**config.mk**
```make
export PLATFORM = sky130hd
export DESIGN_NAME = att_steer_top
export DESIGN_NICKNAME = d
export VERILOG_FILES = /design/src/rtl/att_steer_pkg.sv /design/src/rtl/lvl_detect.sv /design/src/rtl/steer_fsm.sv /design/src/rtl/gain_stage.sv /design/src/rtl/att_steer_top.sv
export SDC_FILE = /design/constraint.sdc
export NUM_CORES = 1
export LEC_CHECK = 0
export ABC_CLOCK_PERIOD_IN_PS = 4700
export CAP_MARGIN = 20
export CORE_MARGIN = 5
export CORE_UTILIZATION = 25
export DETAILED_ROUTE_END_ITERATION = 10
export PLACE_DENSITY = 0.42
export SLEW_MARGIN = 15
export SYNTH_ARGS = -nofsm -noshare
export SYNTH_HDL_FRONTEND = slang
export SYNTH_SLANG_ARGS = --single-unit
```
**constraint.sdc**
```tcl
create_clock -name clk -period 4.7 [get_ports clk]
set_input_delay 0.94 -clock clk [delete_from_list [all_inputs] [get_ports clk]]
set_output_delay 0.94 -clock clk [all_outputs]
set_load 0.02 [all_outputs]
```
**src/rtl/att_steer_pkg.sv**
```systemverilog
package att_steer_pkg;

    localparam int NPATH   = 2;
    localparam int PATH_RX = 0;
    localparam int PATH_TX = 1;

    typedef enum logic [1:0] {
        ST_BYPASS = 2'd0,
        ST_RX_ATT = 2'd1,
        ST_TX_ATT = 2'd2
    } steer_st_t;

endpackage

```
**src/rtl/lvl_detect.sv**
```systemverilog
module lvl_detect #(
    parameter int DW = 16,
    parameter int HW = 8
) (
    input  logic                 clk,
    input  logic                 rst_n,
    input  logic                 stb,
    input  logic signed [DW-1:0] smp,
    input  logic        [DW-1:0] thr,
    input  logic        [HW-1:0] hang,
    output logic                 act_nx,
    output logic                 act
);

    localparam int MW = DW + 1;

    logic [MW-1:0] mag;
    logic          over;
    logic [HW-1:0] hcnt;
    logic [HW-1:0] hcnt_nx;

    always_comb begin
        if (smp[DW-1]) begin
            mag = ~{smp[DW-1], smp} + MW'(1);
        end else begin
            mag = {1'b0, smp};
        end
        over    = (mag > {1'b0, thr});
        act_nx  = over || (hcnt != '0);
        if (over) begin
            hcnt_nx = hang;
        end else if (hcnt != '0) begin
            hcnt_nx = hcnt - HW'(1);
        end else begin
            hcnt_nx = '0;
        end
    end

    always_ff @(posedge clk or negedge rst_n) begin
        if (!rst_n) begin
            hcnt <= '0;
            act  <= 1'b0;
        end else if (stb) begin
            hcnt <= hcnt_nx;
            act  <= act_nx;
        end
    end

    // a sample above threshold always marks the path active
    assert_loud_active_R7: assert property (@(posedge clk) disable iff (!rst_n)
        (stb && over) |=> act);

    // with the hangover spent and a quiet sample, activity drops
    assert_hang_expire_R8: assert property (@(posedge clk) disable iff (!rst_n)
        (stb && !over && hcnt == '0) |=> !act);

endmodule

```
**src/rtl/steer_fsm.sv**
```systemverilog
module steer_fsm
    import att_steer_pkg::*;
(
    input  logic      clk,
    input  logic      rst_n,
    input  logic      stb,
    input  logic      en_n,
    input  logic      rx_act_nx,
    input  logic      tx_act_nx,
    output steer_st_t st_nx,
    output logic      rx_att_on,
    output logic      tx_att_on
);

    steer_st_t st;

    always_comb begin
        st_nx = st;
        if (stb) begin
            if (en_n) begin
                st_nx = ST_BYPASS;
            end else if (rx_act_nx && !tx_act_nx) begin
                st_nx = ST_TX_ATT;
            end else begin
                st_nx = ST_RX_ATT;
            end
        end
    end

    always_ff @(posedge clk or negedge rst_n) begin
        if (!rst_n) begin
            st <= ST_BYPASS;
        end else begin
            st <= st_nx;
        end
    end

    always_comb begin
        unique case (st)
            ST_BYPASS: begin
                rx_att_on = 1'b0;
                tx_att_on = 1'b0;
            end
            ST_RX_ATT: begin
                rx_att_on = 1'b1;
                tx_att_on = 1'b0;
            end
            ST_TX_ATT: begin
                rx_att_on = 1'b0;
                tx_att_on = 1'b1;
            end
            default: begin
                rx_att_on = 1'b0;
                tx_att_on = 1'b0;
            end
        endcase
    end

    // far-end-only talk must steer the loss onto the send side
    assert_far_only_R3: assert property (@(posedge clk) disable iff (!rst_n)
        (stb && !en_n && rx_act_nx && !tx_act_nx) |=> (tx_att_on && !rx_att_on));

    // double talk keeps the loss on the receive side
    assert_double_talk_R5: assert property (@(posedge clk) disable iff (!rst_n)
        (stb && !en_n && rx_act_nx && tx_act_nx) |=> (rx_att_on && !tx_att_on));

endmodule

```
**src/rtl/gain_stage.sv**
```systemverilog
module gain_stage #(
    parameter int DW = 16
) (
    input  logic                 clk,
    input  logic                 rst_n,
    input  logic                 stb,
    input  logic                 att_on,
    input  logic signed [DW-1:0] x,
    output logic signed [DW-1:0] y
);

    logic [DW+1:0] x_ext;
    logic [DW+1:0] y_dbl;

    always_ff @(posedge clk or negedge rst_n) begin
        if (!rst_n) begin
            y <= '0;
        end else if (stb) begin
            y <= att_on ? (x >>> 1) : x;
        end
    end

    assign x_ext = {{2{x[DW-1]}}, x};
    assign y_dbl = {y[DW-1], y, 1'b0};

    // halved output doubled back lies within one LSB below the input
    assert_halve_R6: assert property (@(posedge clk) disable iff (!rst_n)
        (stb && att_on) |=> (($past(x_ext) - y_dbl) == '0 ||
                             ($past(x_ext) - y_dbl) == (DW+2)'(1)));

endmodule

```
**src/rtl/att_steer_top.sv**
```systemverilog
module att_steer_top
    import att_steer_pkg::*;
#(
    parameter int DW = 16,
    parameter int HW = 8
) (
    input  logic                 clk,
    input  logic                 rst_n,
    input  logic                 smp_stb,
    input  logic                 att_en_n,
    input  logic        [DW-1:0] lvl_thr,
    input  logic        [HW-1:0] hang_len,
    input  logic signed [DW-1:0] rx_in,
    input  logic signed [DW-1:0] tx_in,
    output logic signed [DW-1:0] rx_out,
    output logic signed [DW-1:0] tx_out,
    output logic                 rx_att_on,
    output logic                 tx_att_on
);

    logic signed [DW-1:0] p_in  [NPATH];
    logic signed [DW-1:0] p_out [NPATH];
    logic                 p_act_nx [NPATH];
    logic                 p_act    [NPATH];
    logic                 p_att    [NPATH];
    steer_st_t            st_nx;

    assign p_in[PATH_RX] = rx_in;
    assign p_in[PATH_TX] = tx_in;
    assign p_att[PATH_RX] = (st_nx == ST_RX_ATT);
    assign p_att[PATH_TX] = (st_nx == ST_TX_ATT);

    for (genvar g = 0; g < NPATH; g++) begin : g_path
        lvl_detect #(.DW(DW), .HW(HW)) u_det (
            .clk    (clk),
            .rst_n  (rst_n),
            .stb    (smp_stb),
            .smp    (p_in[g]),
            .thr    (lvl_thr),
            .hang   (hang_len),
            .act_nx (p_act_nx[g]),
            .act    (p_act[g])
        );

        gain_stage #(.DW(DW)) u_gain (
            .clk    (clk),
            .rst_n  (rst_n),
            .stb    (smp_stb),
            .att_on (p_att[g]),
            .x      (p_in[g]),
            .y      (p_out[g])
        );
    end

    steer_fsm u_fsm (
        .clk       (clk),
        .rst_n     (rst_n),
        .stb       (smp_stb),
        .en_n      (att_en_n),
        .rx_act_nx (p_act_nx[PATH_RX]),
        .tx_act_nx (p_act_nx[PATH_TX]),
        .st_nx     (st_nx),
        .rx_att_on (rx_att_on),
        .tx_att_on (tx_att_on)
    );

    assign rx_out = p_out[PATH_RX];
    assign tx_out = p_out[PATH_TX];

    // disabled function passes both samples straight through
    assert_bypass_R2: assert property (@(posedge clk) disable iff (!rst_n)
        (smp_stb && att_en_n) |=> (rx_out == $past(rx_in) && tx_out == $past(tx_in)
                                   && !rx_att_on && !tx_att_on));

    // enabled function always has exactly one attenuator in force
    assert_one_att_R10: assert property (@(posedge clk) disable iff (!rst_n)
        (smp_stb && !att_en_n) |=> (rx_att_on != tx_att_on));

    // gain and flags never move between strobes
    assert_hold_R9: assert property (@(posedge clk) disable iff (!rst_n)
        !smp_stb |=> ($stable(rx_out) && $stable(tx_out)
                      && $stable(rx_att_on) && $stable(tx_att_on)));

endmodule

```
Word level (Yosys, flattened, before mapping)
Index checks and enable logic that the tools add are counted.
{ "op_classes": {"eq_ne": 4, "muxes": 13, "magnitude_cmp": 2, "reduce_logical": 6, "addsub": 4, "bitwise": 2} }
{ "ops": {"columns": ["cell", "n"], "rows": [
  ["$add 17x1->17 const B", 2],
  ["$gt 17x16->1", 2],
  ["$mux 17", 2],
  ["$not 17->17", 2],
  ["$mux 8", 4],
  ["$mux 15", 2],
  ["$reduce_bool 8->1", 2],
  ["$sub 8x1->8 const B", 2],
  ["$mux 2", 3],
  ["$eq 2x1->1 const B", 2],
  ["$eq 2x2->1 const B", 2],
  ["$logic_or 1x1->1", 2],
  ["$mux 1", 2],
  ["$logic_and 1x1->1", 1],
  ["$logic_not 1->1", 1]
]} }
{ "totals": {"regBits": 50, "elab_cells": 36} }

Depth between registers and ports, before layout
{ "logic_depth": {"depth_word": 12, "ltp_mapped": 16, "ltp_nobuf": 13} }

Modules after synthesis
Synthesis repeated with hierarchy kept, for this count alone.
{ "hier_totals": {"cells_unflattened": 468, "area_unflattened_um2": 4113.9} }
{ "by_module_without_submodules": {"columns": ["module", "area_per_inst_um2", "instances", "cells_per_inst"], "rows": [
  ["gain_stage", 738.2, 2, 67],
  ["lvl_detect at g_path[0].u_det", 1276.2, 1, 164],
  ["lvl_detect at g_path[1].u_det", 1249.9, 1, 157],
  ["steer_fsm", 96.3, 1, 11],
  ["att_steer_top", 15.0, 1, 2]
]} }

Worst setup path before layout
No wires, ideal clock.
{ "synth_timing": {"kind": "in2reg", "start": "input port tx_in[2]", "end": "register g_path[1].u_gain.y[0]", "slack_ns": 0.553, "setup_ns": 0.134, "cell_stages": 16, "required_ns": 4.566, "t_arrival_ns": 4.013, "cell_sequence": "clkbuf_1 -> nor4_1 -> inv_1 -> nor3_1 -> nand3_1 -> o41ai_1 -> xnor2_1 -> ha_1 -> nand4_1 -> nor4_1 -> and2_1 -> a21oi_2 -> buf_6 -> buf_6 -> o41ai_1 -> a21oi_1"} }
{ "synth_between": {"elab_chain_len": 12} }
{ "synth_rtl": {"columns": ["element", "line", "text"], "rows": [
  ["start, declared", "att_steer_top.sv:14", "input logic signed [DW-1:0] tx_in,"],
  ["$not 17->17", "lvl_detect.sv:24", "mag = ~{smp[DW-1], smp} + MW'(1);"],
  ["$add 17x1->17", "lvl_detect.sv:24", null],
  ["$mux 17 *", "lvl_detect.sv:23", "if (smp[DW-1]) begin"],
  ["$gt 17x16->1 *", "lvl_detect.sv:28", "over = (mag > {1'b0, thr});"],
  ["$logic_or 1x1->1 *", "lvl_detect.sv:29", "act_nx = over || (hcnt != '0);"],
  ["$logic_not 1->1 *", "steer_fsm.sv:22", "end else if (rx_act_nx && !tx_act_nx) begin"],
  ["$logic_and 1x1->1 *", "steer_fsm.sv:22", null],
  ["$mux 2 *", "steer_fsm.sv:22", null],
  ["$mux 2 *", "steer_fsm.sv:20", "if (en_n) begin"],
  ["$mux 2 *", "steer_fsm.sv:19", "if (stb) begin"],
  ["$eq 2x2->1 *", "att_steer_top.sv:31", "assign p_att[PATH_TX] = (st_nx == ST_TX_ATT);"],
  ["$mux 15 *", "gain_stage.sv:19", "y <= att_on ? (x >>> 1) : x;"],
  ["end signal, assigned", "gain_stage.sv:19", null],
  ["end, declared", "gain_stage.sv:9", "output logic signed [DW-1:0] y"]
]} }
Every way passes the cells marked *; elsewhere a longest branch is shown, timed or not.
A chain may end at the register's enable or synchronous reset.

Final worst setup path
{ "layout_timing": {"start": "input port tx_in[4]", "end": "register g_path[0].u_gain.y[5]"} }
{ "layout_between": {"elab_chain_len": 12} }
{ "layout_rtl": {"columns": ["element", "line", "text"], "rows": [
  ["$not 17->17", "lvl_detect.sv:24", null],
  ["$add 17x1->17", "lvl_detect.sv:24", null],
  ["$mux 17 *", "lvl_detect.sv:23", null],
  ["$gt 17x16->1 *", "lvl_detect.sv:28", null],
  ["$logic_or 1x1->1 *", "lvl_detect.sv:29", null],
  ["$logic_not 1->1 *", "steer_fsm.sv:22", null],
  ["$logic_and 1x1->1 *", "steer_fsm.sv:22", null],
  ["$mux 2 *", "steer_fsm.sv:22", null],
  ["$mux 2 *", "steer_fsm.sv:20", null],
  ["$mux 2 *", "steer_fsm.sv:19", null],
  ["$eq 2x1->1 *", "att_steer_top.sv:30", "assign p_att[PATH_RX] = (st_nx == ST_RX_ATT);"],
  ["$mux 15 *", "gain_stage.sv:19", null],
  ["end signal, assigned", "gain_stage.sv:19", null],
  ["end, declared", "gain_stage.sv:9", null]
]} }
Marked as above.

==> metrics.txt <==
worst hold path stage count 1; input/output buffers 93; TritonRoute pass-1 iters 4; Setup Crit Path Kind primary input to register; PD cells 280.1 mW/mm2; Non-Filler Instances 892; first-pass GRT wire length 25030 um; Slew HR 0.3192; vias in the first global route 4523; Cell Area, Synth 0.004592 mm2; Distinct cells, synth 55; top cells by count, synth nand2_1, inv_1, dfrtp_1; post-synthesis register bit count 50; measured slew at the worst slew-check pin 1020 ps; Row Count 49; status finished, final reports clean; number of antenna violations at the first check in global routing 0; largest fanout on the critical path 18; largest area contributor in the netlist dfrtp_1; hold crit path type register to register; die area 0.02118 mm2; WP data required 4920 ps; Top FF cell, synth dfrtp_1; Crit. End Element register; Starting Density 0.2548; largest net degree at the start of global routing 51; Max Slew Vio Count 0; met3 Usage GRT 0.02834; CORE AREA 0.01802 mm2; Routed WL 15410 um; Yosys warning count 0; sequential power share 0.350; number of max-cap violations 0; Reg-to-Reg Start g_path[1].u_det.hcnt[0]; io pins 94; Switching Share 0.3679; Chip Width 145.5 um; dominant cells by area after synthesis dfrtp_1, ha_1, o41a_1; Fmax 225.3 MHz; met2 usage 0.2279; cells after synthesis 564; area grow syn2layout 34.44%; Clk pwr share 0.246; GRT Util Overall 0.1428; vias per cell 5.104; Clock Path Buffers 2; Die H 145.5 um; Comb power frac 0.404; fin util 0.3425; setup slack, reg-to-reg 2030 ps; final setup violating endpoints 0; Mapped Nets 660; Reg clk slew, reported paths 70 ps; Final Skew 6.645 ps; Pleak 2.511 nW; layout net count 758; gpl congestion 0.8367; GR peak layer met2; Iter 0 DRT Violations 214; fill cell count 1927; n_diodes 0; crit path launch tx_in[4]; clk root buf clkbuf_16; layout cell share with drive strength beyond 1 0.1026; TritonCTS clock tree built; RSZ-0062 raised after global routing no; remaining antenna violation count after routing 0; DR WL/cell 17.28 um; mean post-synth cell area 8.142 um2; R2R cell count 8; Tmin final 4439 ps; Inserted Clock Buffers 5; global route overflow 0; NetSw 0.0006361 W; Final Cycle Share 0.9445; H-tree depth 2; DP HPWL 11880 um; CP Launch Type primary input; WP data arrival 4660 ps; clock sinks 50; hold violation total from the final report 0; dpl cells 884; Max IR drop VDD 0.1244 mV; hold_buf cts 0; HP Start g_path[1].u_gain.y[15]; number of flops mapped to enable cells by yosys 0; DRC violations left 0; post-synthesis async set-or-reset flop share 1.000; Via Count 4553; Seq/Total Area, Yosys 0.2725; top cell type's share of synthesized area 0.2725; internal power 0.001093 W; M1 GR Usage 0.1988; most frequent cell after synthesis nand2_1; worst skew pair latency 300 ps
flip-flops by register name, indices dropped and copies added (netlist names):
signal,count
g_path.u_gain.y,32
u_fsm.st,2
g_path.u_det.hcnt,16
worst paths after layout:
check / to
min: g_path[1].u_gain.y[15]
max reg2reg: g_path[1].u_gain.y[1]
min reg2reg: g_path[1].u_gain.y[15]
min in group asynchronous: g_path[1].u_det.hcnt[6]
max in group asynchronous: g_path[1].u_gain.y[5]
max: g_path[0].u_gain.y[5]
per-layer routing:
layer / up-vias / wire (um)
li1: 2292 / -
met1: 2162 / 7572
met2: 90 / 7082
met3: 9 / 593
met4: 0 / 163
met5: - / 0
power groups by stage:
stage               clock network [W]  registers [W]  logic (W)
floorplan                           0       0.000631   0.000392
detailed placement                  0       0.000612   0.000699
global route                 0.000458       0.000619   0.000779
global placement                    0       0.000609   0.000683
CTS                          0.000444       0.000604   0.000703
finish                       0.000425       0.000605   0.000699
final cells by class:
type / instances / area, um2 / share of cell area
multi-input cells: 415 / 2973 / 0.4816
repair buffers: 137 / 1301 / 0.2108
flip-flops and latches: 50 / 1251 / 0.2027
well taps: 229 / 286.5 / 0.04641
inverters: 53 / 198.9 / 0.03223
clock buffers: 7 / 132.6 / 0.02148
clock inverters: 1 / 30.03 / 0.004864
through the flow:
step                      TNS [ps]  cell area [um2]  setup slack, ps  hold slack, ps  total power [W]
final                            0             6173            260.7           519.6         0.001729
after global placement      -86.53             5958           -40.80           489.1         0.001293
after detailed placement     -2307             5978           -90.66           505.3         0.001311
after floorplan                  0             4592            552.7           477.8         0.001023
after global routing             0             6173            35.51           543.1         0.001856
after CTS                        0             6141            198.9           524.2         0.001752
logic make-up after synthesis:
kind of cell             share of synthesized area
AND/OR/NAND/NOR                             0.1692
buffers and inverters                      0.08964
flip-flops                                  0.2725
multiplexers                               0.02016
AO/OA/AOI/OAI                               0.3008
XOR/XNOR                                   0.04959
adder cells (fa/ha/maj)                    0.09809
timing repair:
action | 4_1_cts | 5_1_grt
setup buffers | 0 | 0
resized for setup | 0 | 4
endpoints found under the setup margin | 0 | 34
cells in the final DEF (no fill, tap or decap), drive strengths merged, types with 2 or more instances in the layout:
cell           synthesis  routed
clkdlybuf4s50          0      91
nand2                 64      64
inv                   53      53
dfrtp                 50      50
buf                   15      46
nor2                  45      45
ha                    36      36
o41a                  30      30
a21oi                 30      30
xnor2                 26      26
o21ai                 21      21
a31oi                 21      21
o41ai                 19      19
o311ai                15      15
nand3                 13      13
nor4                  10      10
o31ai                  9       9
nor3                   8       8
o2bb2ai                8       8
a211oi                 8       8
mux2i                  7       7
clkbuf                31       7
nor2b                  4       4
o22ai                  4       4
nand2b                 3       3
nand4                  3       3
and2                   3       3
o221ai                 2       2
and3                   2       2
o211ai                 2       2
and3b                  2       2
a21o                   2       2
a41oi                  2       2
or3                    2       2
mux2                   2       2
a22o                   2       2
critical path, stage by stage:
cell and delay (ps):
clkdlybuf4s50_1 430, nor4_1 340, buf_4 180, inv_1 40, nor3_1 200, nand3_1 200, o31ai_1 330, xnor2_1 180
ha_1 260, nand3_1 120, nor4_2 70, buf_4 140, a221oi_4 290, a21oi_4 120, buf_4 210, o41a_1 420
a31oi_1 170
Note: power is estimated with default switching activity, not from simulation.
